==> src/rtl/serial_clkgen.sv <==
module serial_clkgen #(
  parameter int REF_W = 32,
  parameter int DIV_W = 8,
  parameter int FL_W  = 16,
  parameter int WL_W  = 6,
  parameter int CH_W  = 5
)(
  input  logic             clk_ref,
  input  logic             rst_n,
  input  logic             en,
  input  logic             master,
  input  logic [DIV_W-1:0] clk_div,
  input  logic [1:0]       fmt,
  input  logic [REF_W-1:0] ref_hz,
  input  logic [REF_W-1:0] rate_hz,
  input  logic [WL_W-1:0]  word_len,
  input  logic [CH_W-1:0]  chans,
  output logic             bclk,
  output logic             fsync,
  output logic             drive_en,
  output logic             cfg_err,
  output logic [FL_W-1:0]  frame_bits
);
  localparam int NEED_W = WL_W + CH_W;
  localparam logic [1:0] FMT_I2S = 2'd0;
  localparam logic [1:0] FMT_BAD = 2'd3;
  localparam logic [REF_W-1:0] FL_MAX = REF_W'((64'd1 << FL_W) - 64'd1);

  logic [DIV_W-1:0]  div_eff, lo_len, cnt;
  logic [REF_W-1:0]  quot;
  logic [NEED_W-1:0] need;
  logic [FL_W-1:0]   fs_w, fcnt;
  logic              run, go, bit_end;

  assign div_eff = (clk_div == '0) ? DIV_W'(1) : clk_div;
  assign lo_len  = div_eff >> 1;
  assign need    = NEED_W'(word_len) * NEED_W'(chans);
  assign quot    = (rate_hz == '0) ? '0 : (ref_hz / REF_W'(div_eff)) / rate_hz;

  assign cfg_err = (fmt == FMT_BAD) ||
                   (master && (need == '0 || quot < REF_W'(need) ||
                               quot < REF_W'(2) || quot > FL_MAX));

  assign frame_bits = master ? quot[FL_W-1:0] : FL_W'(need);
  assign fs_w       = (fmt == FMT_I2S) ? (frame_bits >> 1) : FL_W'(1);
  assign go         = run && master && !cfg_err;
  assign bit_end    = (cnt >= div_eff - DIV_W'(1));
  assign drive_en   = master;

  assign bclk  = go && ((div_eff == DIV_W'(1)) ? ~clk_ref : (cnt >= lo_len));
  assign fsync = go && (fcnt < fs_w);

  always_ff @(posedge clk_ref or negedge rst_n) begin
    if (!rst_n) begin
      run  <= 1'b0;
      cnt  <= '0;
      fcnt <= '0;
    end else begin
      run <= en;
      if (!go) begin
        cnt  <= '0;
        fcnt <= '0;
      end else begin
        cnt <= bit_end ? '0 : cnt + DIV_W'(1);
        if (bit_end)
          fcnt <= (fcnt >= frame_bits - FL_W'(1)) ? '0 : fcnt + FL_W'(1);
      end
    end
  end
endmodule

==> config.mk <==
export PLATFORM = sky130hd
export DESIGN_NAME = serial_clkgen
export DESIGN_NICKNAME = d
export VERILOG_FILES = /design/src/rtl/serial_clkgen.sv
export SDC_FILE = /design/constraint.sdc
export NUM_CORES = 2
export LEC_CHECK = 0
export BUFFER_PORTS_ARGS = -buffer_cell sky130_fd_sc_hd__buf_2
export CAP_MARGIN = 40
export CORE_ASPECT_RATIO = 0.6
export CORE_MARGIN = 3
export CORE_UTILIZATION = 30
export CTS_CLUSTER_DIAMETER = 150
export DETAILED_ROUTE_END_ITERATION = 7
export SLEW_MARGIN = 10
export SYNTH_ARGS = -nofsm -noshare
export SYNTH_HDL_FRONTEND = slang
export SYNTH_SLANG_ARGS = --single-unit
==> constraint.sdc <==
create_clock -name clk_ref -period 393.9 [get_ports clk_ref]
set_input_delay 19.695 -clock clk_ref [delete_from_list [all_inputs] [get_ports clk_ref]]
set_output_delay 19.695 -clock clk_ref [all_outputs]
set_load 0.02 [all_outputs]
==> Implementation_results.wiki <==
{| class="wikitable"
! Metric !! Value
|-
| Number of input and output port buffers inserted || between 100 and 150
|-
| Register clock-pin slew on the reported worst setup and hold paths || 0.07 ns
|-
| Hold WC Path Type || reg2reg
|-
| Final-report setup violation count || 0
|-
| Final Hold Vio Count || 0
|-
| Final cell count without fillers || between 8k and 9k
|-
| Design Area, Final || 47200 um^2
|-
| Peak fanout along the critical path || 59
|-
| First-pass GRT wire length || ~230000 um
|-
| Critical path capture point type || primary output
|-
| Initial core utilization || 0.303
|-
| Number of optimization iterations in the first detailed-route pass || 7
|-
| Die outline height || 303 um
|-
| Type of element launching the critical path || input port
|-
| Netlist cell types || 133
|-
| Largest family of logic cells by synthesized area || compound AO/OA/AOI/OAI gates
|-
| Average detailed-routed wire length per instance || between 15 and 20 um
|-
| Area of the core || approximately 150000 um^2
|-
| Remaining design rule violation count || 0
|-
| Instance area after placement || between 40000 and 50000 um^2
|-
| Worst path most repeated cell || sky130_fd_sc_hd__o21a_1
|-
| Portion of the post-synthesis area used by sequential elements || 0.0142
|-
| Startpoint-to-endpoint class of the critical path || in2out
|-
| Critical Path Slowest Stage Cell || sky130_fd_sc_hd__nor3_4
|-
| Number of global-route vias before repair || 43.3k
|-
| Total Nets Final || 7284
|-
| Total of flip-flops plus latches after synthesis || 25
|-
| Share of the synthesized area in compound gates (AO/OA/AOI/OAI) || 0.338
|-
| Final HPWL DP || between 100000 and 150000 um
|-
| Final Cycle Share || 0.681
|-
| Initial DRC count || around 3.9k
|-
| GRT Util Overall || 0.185
|-
| Hold-fix buffers at CTS || 0
|-
| Total via count in the routed design || about 48k
|-
| Nets in the synthesized netlist || approximately 7.3k
|-
| Post-Synth XOR/XNOR Area || 0.0410
|-
| Area fraction in and, or, nand and nor cells after synthesis || 0.286
|-
| Die Wd || around 500 um
|-
| WP data required || 374.21 ns
|-
| Data arrival time of the critical path || ~250 ns
|-
| Per-cell via count in the routed design || ~5.8
|-
| Slew Limit Fails || 0
|-
| Transition time at the pin with the least slew margin || approximately 0.94 ns
|-
| Total global routing overflow || 0
|-
| Count of buffers added by post-CTS timing repair for setup || 0
|-
| Total of fill cells in the finished design || 15.6k
|-
| Largest net degree at the start of global routing || 60
|-
| Adder-Cell Fraction of Synth Area || 0.244
|-
| Post-CTS sizing || 0
|-
| Worst max-slew margin expressed relative to the limit || 0.371
|-
| Largest stage delay on the critical path || 0.73 ns
|-
| Share of post-route cells with drive strength above 1 || 0.0753
|-
| Count of flip-flops with a built-in enable after synthesis || 0
|-
| Clock Skews || between 0.003 and 0.004 ns
|-
| Fraction of synthesis flops using an asynchronous set or reset pin || 1.00
|-
| Final WL || 146000 um
|-
| Summed negative setup slack over all endpoints || 0 ns
|-
| Most frequently used flop master after synthesis || sky130_fd_sc_hd__dfrtp_1
|-
| Number of rows created at floorplan || around 110
|-
| Die Area || ~150000 um^2
|-
| Antenna-violating nets left || 0
|-
| IO Count || between 100 and 150
|-
| Cells after DPL || slightly above 8k
|-
| Setup repair after global routing missed its margin || false
|-
| Area added between synthesis and finish || 7.24%
|-
| Number of antenna violations at the first check in global routing || 33
|-
| Upper clock frequency limit || approximately 3.7 MHz
|-
| Synthesized area || ~44000 um^2
|-
| Outcome || complete, no violations
|-
| MaxCap Viol Count || 0
|-
| Clock period minus final worst setup slack || around 270 ns
|-
| Number of warning messages in the yosys log || 0
|-
| Portion of netlist area occupied by mux cells || 0.0377
|-
| Mean Syn Cell Area || between 6 and 7 um^2
|-
| Number of instances in the synthesized netlist || around 6.4k
|-
| Core Util, Final || 0.325
|-
| CTS tree || done
|-
| Last weighted congestion value of the routability-driven placer || ~0.90
|-
| Clock Latency Late Sink || 0.39 ns
|}
[final timing paths]
kind                       depth (start not counted)  startpoint  slack [ns]       end
max reg2reg                                       27     fcnt[0]      389.17  fcnt[10]
max in group asynchronous                          1       rst_n      374.15    cnt[5]
min in group asynchronous                          1       rst_n       19.32       run
min                                                2     fcnt[6]        0.65   fcnt[6]
max                                             1113  clk_div[3]      125.68   cfg_err
min reg2reg                                        2     fcnt[6]        0.65   fcnt[6]
[flip-flops by register name (all words and copies together), names as in the netlist]
name	cells
cnt	8
fcnt	16
run	1
[cell families (layout without fill, tap and decap cells)]
group,after synthesis,count (layout)
other,0,18
AO/OA/AOI/OAI,2120,2120
multiplexers,152,152
adder cells (fa/ha/maj),852,852
XOR/XNOR,206,206
flip-flops,25,25
buffers and inverters,443,433
AND/OR/NAND/NOR,2556,2556
[per-layer routing]
| layer | vias up | GRT usage | wire length, um |
|---|---|---|---|
| li1 | 24243 | - | - |
| met1 | 22495 | 0.304 | 79900 |
| met2 | 1394 | 0.250 | 53500 |
| met3 | 70 | 0.0241 | 11100 |
| met4 | 6 | 0.0254 | 1570 |
| met5 | - | 0 | 35 |
[cells in the mapped netlist (all sizes together) (14+ instances only)]
cell	n	share of area
ha	838	0.24
nor3	673	0.078
nand2	659	0.056
o21a	565	0.096
nor2	489	0.042
a21oi	372	0.043
o31ai	346	0.059
o21ai	298	0.034
inv	236	0.020
clkbuf	153	0.013
xnor2	136	0.027
nand3	112	0.013
nand2b	109	0.016
mux2	94	0.024
a21o	90	0.015
or2	80	0.011
or3	74	0.011
nor2b	71	0.010
xor2	70	0.014
and2	66	0.0094
mux2i	58	0.014
buf	51	0.0057
nor4	50	0.0094
a211oi	47	0.0090
nand4	47	0.0070
a31oi	45	0.0064
o211ai	39	0.0070
and3	36	0.0051
o31a	28	0.0056
dfrtp	25	0.014
a211o	24	0.0048
or4	24	0.0044
o211a	20	0.0047
o21bai	19	0.0032
o22ai	19	0.0028
a21boi	16	0.0028
a2111oi	15	0.0042
o2111ai	15	0.0030
and4	14	0.0028
o41ai	14	0.0036
[stage by stage]
stage	hold slack (ns)	setup WS, ns
floorplan	0.493	152.96
global placement	0.622	133.32
detailed placement	0.625	128.40
CTS	0.635	127.57
global route	0.666	108.69
finish	0.651	125.68
[cell usage in the layout (no fill, tap or decap), drive strengths merged, types with 50 or more instances in the layout]
cell type,Yosys,layout
a21o,90,90
a21oi,372,372
and2,66,66
buf,51,186
ha,838,838
inv,236,235
mux2,94,94
mux2i,58,58
nand2,659,659
nand2b,109,109
nand3,112,112
nor2,489,489
nor2b,71,71
nor3,673,673
nor4,50,50
o21a,565,565
o21ai,298,298
o31ai,346,346
or2,80,80
or3,74,74
xnor2,136,136
xor2,70,70
[critical path, delay by kind of cell]
kind | cells | cell delay (ns)
and+or+nand+nor | 176 | 35.62
AOI/OAI and AO/OA | 760 | 153.65
adders and majority gates | 65 | 19.68
muxes | 27 | 8.85
buffers and inverters | 85 | 18.98
[final cells by class]
cell class / count / area (um^2) / area share
multi-input combinational: 5886 / 41800 / 0.886
tap: 1925 / 2410 / 0.0511
timing repair buffer: 186 / 1220 / 0.0259
inverter: 239 / 898 / 0.0191
sequential: 25 / 626 / 0.0133
clock buffer: 7 / 155 / 0.00329
antenna: 18 / 45.0 / 0.000955
clock inverter: 1 / 7.51 / 0.000159
Power is left out: the tool's default activity adds up to more than one toggle a clock period on the data nets, which glitch-free logic cannot reach.
